[src/rtl/dbgm_pkg.sv]
package dbgm_pkg;
  localparam int unsigned NCH = 2;

  // control field layout, lsb first: en, bus select, dir qualifier, kind qualifier
  typedef struct packed {
    logic [1:0] kdq;   // bit0 fetch allowed, bit1 data allowed
    logic [1:0] rwq;   // bit0 read allowed, bit1 write allowed
    logic       bsel;  // 0 instruction-side bus, 1 internal bus
    logic       en;
  } chan_cfg_t;

  localparam int unsigned CFG_W = $bits(chan_cfg_t);

  localparam logic [2:0] OFS_A_ADDR = 3'd0;
  localparam logic [2:0] OFS_A_MASK = 3'd1;
  localparam logic [2:0] OFS_A_CTRL = 3'd2;
  localparam logic [2:0] OFS_B_ADDR = 3'd3;
  localparam logic [2:0] OFS_B_MASK = 3'd4;
  localparam logic [2:0] OFS_B_CTRL = 3'd5;
  localparam logic [2:0] OFS_MODE   = 3'd6;
  localparam logic [2:0] OFS_STAT   = 3'd7;
endpackage

[src/rtl/dbgm_regs.sv]
module dbgm_regs
  import dbgm_pkg::*;
#(
  parameter int unsigned AW       = 16,
  parameter int unsigned WR_DELAY = 2
) (
  input  logic                  clk,
  input  logic                  rst_n,
  input  logic                  reg_valid,
  input  logic                  reg_we,
  input  logic [2:0]            reg_addr,
  input  logic [AW-1:0]         reg_wdata,
  output logic                  reg_ready,
  output logic [AW-1:0]         reg_rdata,
  input  logic [2:0]            stat_in,
  output logic [NCH-1:0][AW-1:0] cmp_addr,
  output logic [NCH-1:0][AW-1:0] cmp_mask,
  output chan_cfg_t [NCH-1:0]   cfg,
  output logic                  seq_mode,
  output logic                  mode_chg,
  output logic                  stat_wr,
  output logic [2:0]            stat_wdata
);
  localparam int unsigned PW = 1 + 3 + AW;

  logic [PW-1:0] pipe_q [WR_DELAY];
  logic          pending;
  logic          ex_v;
  logic [2:0]    ex_a;
  logic [AW-1:0] ex_d;
  logic          seq_q;

  always_ff @(posedge clk or negedge rst_n) begin
    if (!rst_n) begin
      for (int i = 0; i < WR_DELAY; i++) pipe_q[i] <= '0;
    end else begin
      pipe_q[0] <= {reg_valid & reg_we, reg_addr, reg_wdata};
      for (int i = 1; i < WR_DELAY; i++) pipe_q[i] <= pipe_q[i-1];
    end
  end

  always_comb begin
    pending = 1'b0;
    for (int i = 0; i < WR_DELAY; i++) pending = pending | pipe_q[i][PW-1];
  end

  assign {ex_v, ex_a, ex_d} = pipe_q[WR_DELAY-1];
  assign reg_ready = reg_we | ~pending;

  for (genvar c = 0; c < NCH; c++) begin : g_creg
    localparam logic [2:0] BASE = 3'(3 * c);
    logic [AW-1:0] a_q, m_q;
    chan_cfg_t     k_q;
    always_ff @(posedge clk or negedge rst_n) begin
      if (!rst_n) begin
        a_q <= '0;
        m_q <= '0;
        k_q <= '0;
      end else if (ex_v) begin
        if (ex_a == BASE)        a_q <= ex_d;
        if (ex_a == BASE + 3'd1) m_q <= ex_d;
        if (ex_a == BASE + 3'd2) k_q <= chan_cfg_t'(ex_d[CFG_W-1:0]);
      end
    end
    assign cmp_addr[c] = a_q;
    assign cmp_mask[c] = m_q;
    assign cfg[c]      = k_q;
  end

  always_ff @(posedge clk or negedge rst_n) begin
    if (!rst_n)                          seq_q <= 1'b0;
    else if (ex_v && ex_a == OFS_MODE)   seq_q <= ex_d[0];
  end

  assign seq_mode   = seq_q;
  assign mode_chg   = ex_v && (ex_a == OFS_MODE) && (ex_d[0] != seq_q);
  assign stat_wr    = ex_v && (ex_a == OFS_STAT);
  assign stat_wdata = ex_d[2:0];

  always_comb begin
    reg_rdata = '0;
    unique case (reg_addr)
      OFS_A_ADDR: reg_rdata = cmp_addr[0];
      OFS_A_MASK: reg_rdata = cmp_mask[0];
      OFS_A_CTRL: reg_rdata = AW'(cfg[0]);
      OFS_B_ADDR: reg_rdata = cmp_addr[1];
      OFS_B_MASK: reg_rdata = cmp_mask[1];
      OFS_B_CTRL: reg_rdata = AW'(cfg[1]);
      OFS_MODE:   reg_rdata = AW'(seq_q);
      OFS_STAT:   reg_rdata = AW'(stat_in);
      default:    reg_rdata = '0;
    endcase
  end

  // the active copy moves only when a write leaves the delay line
  a_r9_active_only_on_apply: assert property (@(posedge clk) disable iff (!rst_n)
    !ex_v |=> ($stable(cmp_addr) && $stable(cmp_mask) && $stable(cfg) && $stable(seq_mode)));

  // an accepted read never overlaps a write still leaving the delay line
  a_r10_read_after_apply: assert property (@(posedge clk) disable iff (!rst_n)
    (reg_valid && !reg_we && reg_ready) |-> !ex_v);
endmodule

[src/rtl/dbgm_chan.sv]
module dbgm_chan
  import dbgm_pkg::*;
#(
  parameter int unsigned AW = 16
) (
  input  chan_cfg_t     cfg,
  input  logic [AW-1:0] ref_addr,
  input  logic [AW-1:0] ref_mask,
  input  logic          ib_valid,
  input  logic [AW-1:0] ib_addr,
  input  logic          ib_write,
  input  logic          ib_fetch,
  input  logic          db_valid,
  input  logic [AW-1:0] db_addr,
  input  logic          db_write,
  input  logic          db_fetch,
  output logic          hit
);
  logic          s_v, s_w, s_f;
  logic [AW-1:0] s_a;
  logic          dir_ok, kind_ok, adr_ok;

  always_comb begin
    if (cfg.bsel) begin
      s_v = db_valid; s_a = db_addr; s_w = db_write; s_f = db_fetch;
    end else begin
      s_v = ib_valid; s_a = ib_addr; s_w = ib_write; s_f = ib_fetch;
    end
  end

  assign dir_ok  = s_w ? cfg.rwq[1] : cfg.rwq[0];
  assign kind_ok = s_f ? cfg.kdq[0] : cfg.kdq[1];
  assign adr_ok  = ((s_a ^ ref_addr) & ~ref_mask) == '0;
  assign hit     = cfg.en & s_v & dir_ok & kind_ok & adr_ok;
endmodule

[src/rtl/dbgm_seq.sv]
module dbgm_seq
  import dbgm_pkg::*;
(
  input  logic           clk,
  input  logic           rst_n,
  input  logic [NCH-1:0] hit,
  input  logic           seq_mode,
  input  logic           mode_chg,
  input  logic           stat_wr,
  input  logic [2:0]     stat_wdata,
  output logic [2:0]     stat,
  output logic           brk_req
);
  logic           armed_q, brk_q;
  logic [NCH-1:0] flag_q;
  logic           fire, disarm;

  assign fire   = seq_mode ? (armed_q & hit[1]) : (|hit);
  assign disarm = mode_chg | (stat_wr & ~stat_wdata[2]);

  always_ff @(posedge clk or negedge rst_n) begin
    if (!rst_n) begin
      armed_q <= 1'b0;
      brk_q   <= 1'b0;
    end else begin
      brk_q <= fire;
      if (disarm || !seq_mode || fire) armed_q <= 1'b0;
      else if (hit[0])                 armed_q <= 1'b1;
    end
  end

  for (genvar c = 0; c < NCH; c++) begin : g_flag
    always_ff @(posedge clk or negedge rst_n) begin
      if (!rst_n)                          flag_q[c] <= 1'b0;
      else if (stat_wr && !stat_wdata[c])  flag_q[c] <= 1'b0;
      else if (hit[c])                     flag_q[c] <= 1'b1;
    end
  end

  assign stat    = {armed_q, flag_q};
  assign brk_req = brk_q;

  a_r5_indep_fires: assert property (@(posedge clk) disable iff (!rst_n)
    (!seq_mode && |hit) |=> brk_req);

  a_r6_no_fire_unarmed: assert property (@(posedge clk) disable iff (!rst_n)
    (seq_mode && !armed_q) |=> !brk_req);

  a_r6_fire_when_armed: assert property (@(posedge clk) disable iff (!rst_n)
    (seq_mode && armed_q && hit[1]) |=> brk_req);

  a_r7_arm_holds: assert property (@(posedge clk) disable iff (!rst_n)
    (seq_mode && armed_q && !hit[1] && !mode_chg && !(stat_wr && !stat_wdata[2])) |=> stat[2]);

  a_r8_flag_sticky: assert property (@(posedge clk) disable iff (!rst_n)
    (stat[0] && !stat_wr) |=> stat[0]);

  a_r8_clear_wins: assert property (@(posedge clk) disable iff (!rst_n)
    (stat_wr && !stat_wdata[0]) |=> !stat[0]);
endmodule

[src/rtl/brk_seq_matcher.sv]
module brk_seq_matcher
  import dbgm_pkg::*;
#(
  parameter int unsigned AW       = 16,
  parameter int unsigned WR_DELAY = 2
) (
  input  logic          clk,
  input  logic          rst_n,
  input  logic          ib_valid,
  input  logic [AW-1:0] ib_addr,
  input  logic          ib_write,
  input  logic          ib_fetch,
  input  logic          db_valid,
  input  logic [AW-1:0] db_addr,
  input  logic          db_write,
  input  logic          db_fetch,
  input  logic          reg_valid,
  input  logic          reg_we,
  input  logic [2:0]    reg_addr,
  input  logic [AW-1:0] reg_wdata,
  output logic          reg_ready,
  output logic [AW-1:0] reg_rdata,
  output logic          brk_req
);
  logic [NCH-1:0][AW-1:0] cmp_addr, cmp_mask;
  chan_cfg_t [NCH-1:0]    cfg;
  logic                   seq_mode, mode_chg, stat_wr;
  logic [2:0]             stat_wdata, stat;
  logic [NCH-1:0]         hit;

  dbgm_regs #(.AW(AW), .WR_DELAY(WR_DELAY)) u_regs (
    .clk(clk), .rst_n(rst_n),
    .reg_valid(reg_valid), .reg_we(reg_we), .reg_addr(reg_addr),
    .reg_wdata(reg_wdata), .reg_ready(reg_ready), .reg_rdata(reg_rdata),
    .stat_in(stat), .cmp_addr(cmp_addr), .cmp_mask(cmp_mask), .cfg(cfg),
    .seq_mode(seq_mode), .mode_chg(mode_chg),
    .stat_wr(stat_wr), .stat_wdata(stat_wdata)
  );

  for (genvar c = 0; c < NCH; c++) begin : g_ch
    dbgm_chan #(.AW(AW)) u_chan (
      .cfg(cfg[c]), .ref_addr(cmp_addr[c]), .ref_mask(cmp_mask[c]),
      .ib_valid(ib_valid), .ib_addr(ib_addr), .ib_write(ib_write), .ib_fetch(ib_fetch),
      .db_valid(db_valid), .db_addr(db_addr), .db_write(db_write), .db_fetch(db_fetch),
      .hit(hit[c])
    );
  end

  dbgm_seq u_seq (
    .clk(clk), .rst_n(rst_n), .hit(hit),
    .seq_mode(seq_mode), .mode_chg(mode_chg),
    .stat_wr(stat_wr), .stat_wdata(stat_wdata),
    .stat(stat), .brk_req(brk_req)
  );

  // a disabled channel leaves its flag untouched
  a_r3_disabled_quiet: assert property (@(posedge clk) disable iff (!rst_n)
    (!cfg[0].en && !stat[0]) |=> !stat[0]);
endmodule

[config.mk]
export PLATFORM = sky130hd
export DESIGN_NAME = brk_seq_matcher
export DESIGN_NICKNAME = d
export VERILOG_FILES = /design/src/rtl/dbgm_pkg.sv /design/src/rtl/dbgm_regs.sv /design/src/rtl/dbgm_chan.sv /design/src/rtl/dbgm_seq.sv /design/src/rtl/brk_seq_matcher.sv
export SDC_FILE = /design/constraint.sdc
export NUM_CORES = 1
export LEC_CHECK = 0
export CAP_MARGIN = 20
export CORE_MARGIN = 2
export CORE_UTILIZATION = 25
export DETAILED_ROUTE_END_ITERATION = 8
export HOLD_SLACK_MARGIN = 0.03
export SYNTH_ARGS = -nofsm -noshare
export SYNTH_HDL_FRONTEND = slang
export SYNTH_SLANG_ARGS = --single-unit
export TNS_END_PERCENT = 10
[constraint.sdc]
create_clock -name clk -period 3.3 [get_ports clk]
set_clock_uncertainty 0.05 [all_clocks]
set_input_delay 0.66 -clock clk [delete_from_list [all_inputs] [get_ports clk]]
set_output_delay 0.66 -clock clk [all_outputs]
set_load 0.02 [all_outputs]
After elaboration in Yosys (flattened, before gate mapping)
Index checks and enable logic that the tools add are counted.

storage, ports and cells
  flip-flop bits (word level) = 121
  logic and storage cells = 99
  output and inout bits = 18

operators by class
  multiplexer cells = 19
  bitwise operators = 22
  reduce and logical (&&, ||, !) cells = 24
  equal/unequal tests = 15

operators by type and width
  cell                                                 count
  one-hot mux 16 bit (8 select lines)                  1
  bitwise AND 16 bit                                   2
  logical NOT 16 bit                                   2
  2-to-1 mux 16 bit                                    2
  inverter 16 bit                                      2
  XOR 16 bit                                           2
  equality test 3 bit, second input constant           8
  2-to-1 mux 1 bit                                     16
  equality test 3 x 2 -> 1 bit, second input constant  4
  AND reduction 2 bit                                  6
  bitwise AND 1 bit                                    11
  equality test 3 x 1 -> 1 bit, second input constant  2
  logical NOT 3 bit                                    2
  nonzero test 2 bit                                   3
  logical AND 1 bit                                    5
  logical NOT 1 bit                                    3
  bitwise OR 1 bit                                     3
  logical OR 1 bit                                     2
  inverter 1 bit                                       2
  OR reduction 2 bit                                   1
  inequality test 1 bit                                1

Depth between registers and ports, before layout
  word-level depth = 9
  depth in mapped cells = 8

Cells and area by module
A second synthesis with hierarchy kept.

second synthesis, totals
  cell total of the unflattened synthesis = 482
  area, all modules = 5,858.1 um2

by module, submodules not included
  module     times used  sequential area each (um2)  cells an instance  area each (um2)
  dbgm_regs  1           2,927.8                     359                4,730.8
  dbgm_chan  2           0.0                         53                 478.0
  dbgm_seq   1           100.1                       17                 171.4

Least setup slack after synthesis
Ideal clock, no wire load.

  kind = input port to output port
  start point = input port reg_addr[0]
  end point = output port reg_rdata[10]
  setup slack = 573 ps
  arrival = 2,017 ps
  cell stages on the path = 6
  cells stage by stage = clkbuf_1 buf_2 nand2_1 nor2_1 a21oi_1 nor2_1

between the ends
  cells in the longest elaborated chain, start to end = 2

RTL lines
  what                                         RTL line               source
  from (decl)                                  brk_seq_matcher.sv:19  input logic [2:0] reg_addr,
  equality test 3 bit (tied with other cells)  dbgm_regs.sv:82        unique case (reg_addr)
  one-hot mux 16 bit (8 select lines) *        dbgm_regs.sv:82
  to (decl)                                    brk_seq_matcher.sv:22  output logic [AW-1:0] reg_rdata,

Mark *: on every way between the ends. The rest lies on a longest branch, timed or not.

Final worst setup path
  start point = input port reg_addr[1]
  end point = output port reg_rdata[5]

The elaborated chain is that of the path after synthesis.

==> metrics.txt <==
area of the multi-input gates=approximately 2600 um^2; Clk pwr share=35.4%; vias in the first global route=4,401; Most used DFF post-synth=dfrtp_1; worst skew pair latency=approximately 0.42 ns; post-synthesis xor/xnor area fraction=3.98%; leakage power=3.29 nW; mux cell area share after synthesis=26.4%; routed vias=3,995; CTS buffer count=17; WP data required=approximately 2.6 ns; post-synthesis compound-gate area fraction=6.85%; Congestion Overflow GR=0; Initial Util=25.3%; clock tree buffer depth=2; Worst Path Max Fanout=11; worst-path cell chain=clkdlybuf4s50_1 -> buf_12 -> nor2b_1 -> a21oi_1 -> nor2_1 -> a31oi_1 -> o21ai_1 -> buf_4 -> dlygate4sd2_1; nets@finish=627; Synth top area share=53.0%; crit path capture type=primary output; cell class contributing the biggest share of worst-path delay=buffers and inverters; n_diodes=0; RSZ-0062 raised after global routing=false; FF/Latch Area=3030 um^2; placed insts=832; initial antenna violation count=0; Distinct cells, synth=36; Final setup viols=0; Power, Total=between 0.004 and 0.005 W; post-CTS setup buffers=0; MaxCap Viol Count=0; Synth Instances=463; Cell Count, Final, Fillers Out=864; Worst Setup Path Type=input pin to primary output; global-route wire length before repair=between 20,000 and 30,000 um; Synth Area in Simple Gates=7.25%; Clock Sink Count=121; Slew headroom=a little under a third; fin crit share=96.6%; Critical path buffers and inverters=4; Die Wd=155 um; layout cells sized above 1=26.3%; P per Cell Area=624 nW/um^2; Core Region=around 23,000 um^2; gp weighted congestion=a little over 0.9; Net Count, Synth=524; Fin Setup TNS=0 ns; root buffer cell=clkbuf_16; Switching Fraction=29.4%; Max stage delay on crit path=0.51 ns; CP arrival=between 2 and 2.5 ns; CP max stage cell=clkdlybuf4s50_1; commonest non-fill, non-tap cell in the layout=dfrtp_1; # port buffers=78; drt drc=0; Post-DP HPWL=approximately 11,000 um; DRT Pass-1 Iters=5; die area=24,100 um^2; DRT iter0 DRCs=274; fmax=314 MHz; Async S/R FF share, synth=100%; CTS tree=done; Seq cells post-synth=121; DR WL/cell=approximately 18 um; Adder-Cell Fraction of Synth Area=0%; FP Rows=55; total length of routed wires=15,700 um; gr usage total=roughly 14%; clock-pin slew on the worst setup and hold paths=approximately 0.050 ns; combinational group share of total power=22.5%; sequential share of power=42.1%; EDFF count, synth=0; Hold Buf Count CTS=0; largest area contributor in the netlist=dfrtp_1; CP startpoint kind=input pin; Worst Hold Class=input pin to asynchronous set/reset pin; Seq/Total Area, Yosys=53.0%; most frequent cells in the layout=dfrtp_1, mux2_2, clkdlybuf4s50_1; Mapped Avg Cell Area=12.3 um^2; Psw=0.00138 W; H-Tree Depth=4; vias per inst=4.62; peak supply drop=0.436 mV; Pins Over Slew Limit=0; remaining antenna violation count=0; synth warn=0; Fin. Hold Viols=0; worst slew pin tran=1.02 ns; I/O pins=79; Synth area leaders=dfrtp_1, mux2_2, mux2i_1, xor2_1, nor2_1; largest family of logic cells by synthesized area=multiplexers; pin count of the biggest net entering global routing=55; Syn Std Cell Area=5720 um^2; Die Y-Extent=around 160 um; Pint=0.00332 W; Area growth syn-to-layout=31.6%; outcome=finished, final reports clean; Layout fillers=2,236; minimum clock period=approximately 3.2 ns
==> registers in the layout (all words and copies together), names as in the netlist, 2 cells and up <==
| register | cells |
|---|---|
| u_regs.cfg | 12 |
| u_regs.ex_a | 3 |
| u_regs.ex_d | 13 |
| u_regs.g_creg.a_q | 32 |
| u_regs.g_creg.m_q | 32 |
| u_regs.pipe_q | 20 |
| u_regs.stat_wdata | 3 |
| u_seq.stat | 2 |
==> area by class of cell <==
class / instances / share of cell area, %
clock inverters: 9 / 0.632
inverters: 5 / 0.250
flip-flops and latches: 121 / 40.3
multi-input cells: 314 / 33.9
clock buffers: 23 / 6.49
repair buffers: 107 / 13.7
well taps: 285 / 4.74
==> power by group through the flow <==
stage,clock (W),combinational [W],sequential [W]
global route,0.00178,0.00115,0.00201
CTS,0.00170,0.00107,0.00197
global placement,0,0.00106,0.00198
detailed placement,0,0.00108,0.00200
finish,0.00166,0.00106,0.00197
floorplan,0,0.000723,0.00191
==> routing by layer <==
layer  vias to the layer above  share of wire [%]  GRT usage [%]
li1                       1870                  -              -
met1                      1988                 45           18.0
met2                       111                 47           22.1
met3                        26                5.7           4.46
met4                         0                2.3           5.11
met5                         -                  0              0
==> metrics by stage <==
| stage | utilization (%) | instance area, um^2 | setup slack [ns] | hold WS (ns) |
|---|---|---|---|---|
| after floorplan | - | 5720 | 0.573 | 0.281 |
| after global placement | 31.0 | 7000 | -0.171 | 0.283 |
| after detailed placement | 31.0 | 7000 | -0.144 | 0.286 |
| after CTS | 33.3 | 7520 | 0.0240 | 0.268 |
| after global routing | 33.3 | 7520 | 0.0132 | 0.294 |
| final | 33.3 | 7520 | 0.112 | 0.244 |
==> cell usage after synthesis, drive strengths merged (2+ instances only) <==
cell	count
o21ai	12
inv	5
buf	11
nand4	3
nor4	3
mux2i	52
mux2	82
clkbuf	12
nor2	41
nand2	17
o22ai	14
a21oi	28
nor3b	2
mux4	3
nor2b	8
a22oi	3
nand3	3
xor2	26
dfrtp	121
o2111ai	2
a31oi	4
==> logic make-up (layout without fill, tap and decap cells) <==
kind of cell / Yosys count / after routing
flops: 121 / 121
xor+xnor: 26 / 26
compound gates: 67 / 67
buf+inv: 28 / 144
mux: 137 / 137
simple gates: 84 / 84
==> worst register-to-register path: cells and delay by family, from the launching register on <==
family | cells | cell delay, ns
simple gates | 2 | 0.53
mux | 1 | 0.27
xor+xnor | 1 | 0.31
flops | 1 | 0.65
compound gates | 2 | 0.40
buf+inv | 1 | 0.39
==> repair_timing <==
action                                 CTS  global route
endpoints found under the hold margin    0             0
setup endpoints to repair               15             1
resized for setup                       16             1
==> final timing paths <==
| check | from | to | slack, ns | cells after the start |
|---|---|---|---|---|
| setup / recovery | reg_addr[1] | reg_rdata[5] | 0.11 | 9 |
| hold / removal | rst_n | u_regs.pipe_q[31]$_DFF_PN0_ | 0.24 | 1 |
| setup reg to reg | u_regs.cfg[1]$_DFFE_PN0P_ | u_seq.brk_req$_DFF_PN0_ | 0.62 | 7 |
| max in group asynchronous | rst_n | u_regs.pipe_q[23]$_DFF_PN0_ | 2.17 | 2 |
| hold reg to reg | u_regs.pipe_q[24]$_DFF_PN0_ | u_regs.ex_d[4]$_DFF_PN0_ | 0.30 | 0 |
| min in group clk | u_regs.pipe_q[24]$_DFF_PN0_ | u_regs.ex_d[4]$_DFF_PN0_ | 0.30 | 0 |
Note: power is estimated with default switching activity, not from simulation.
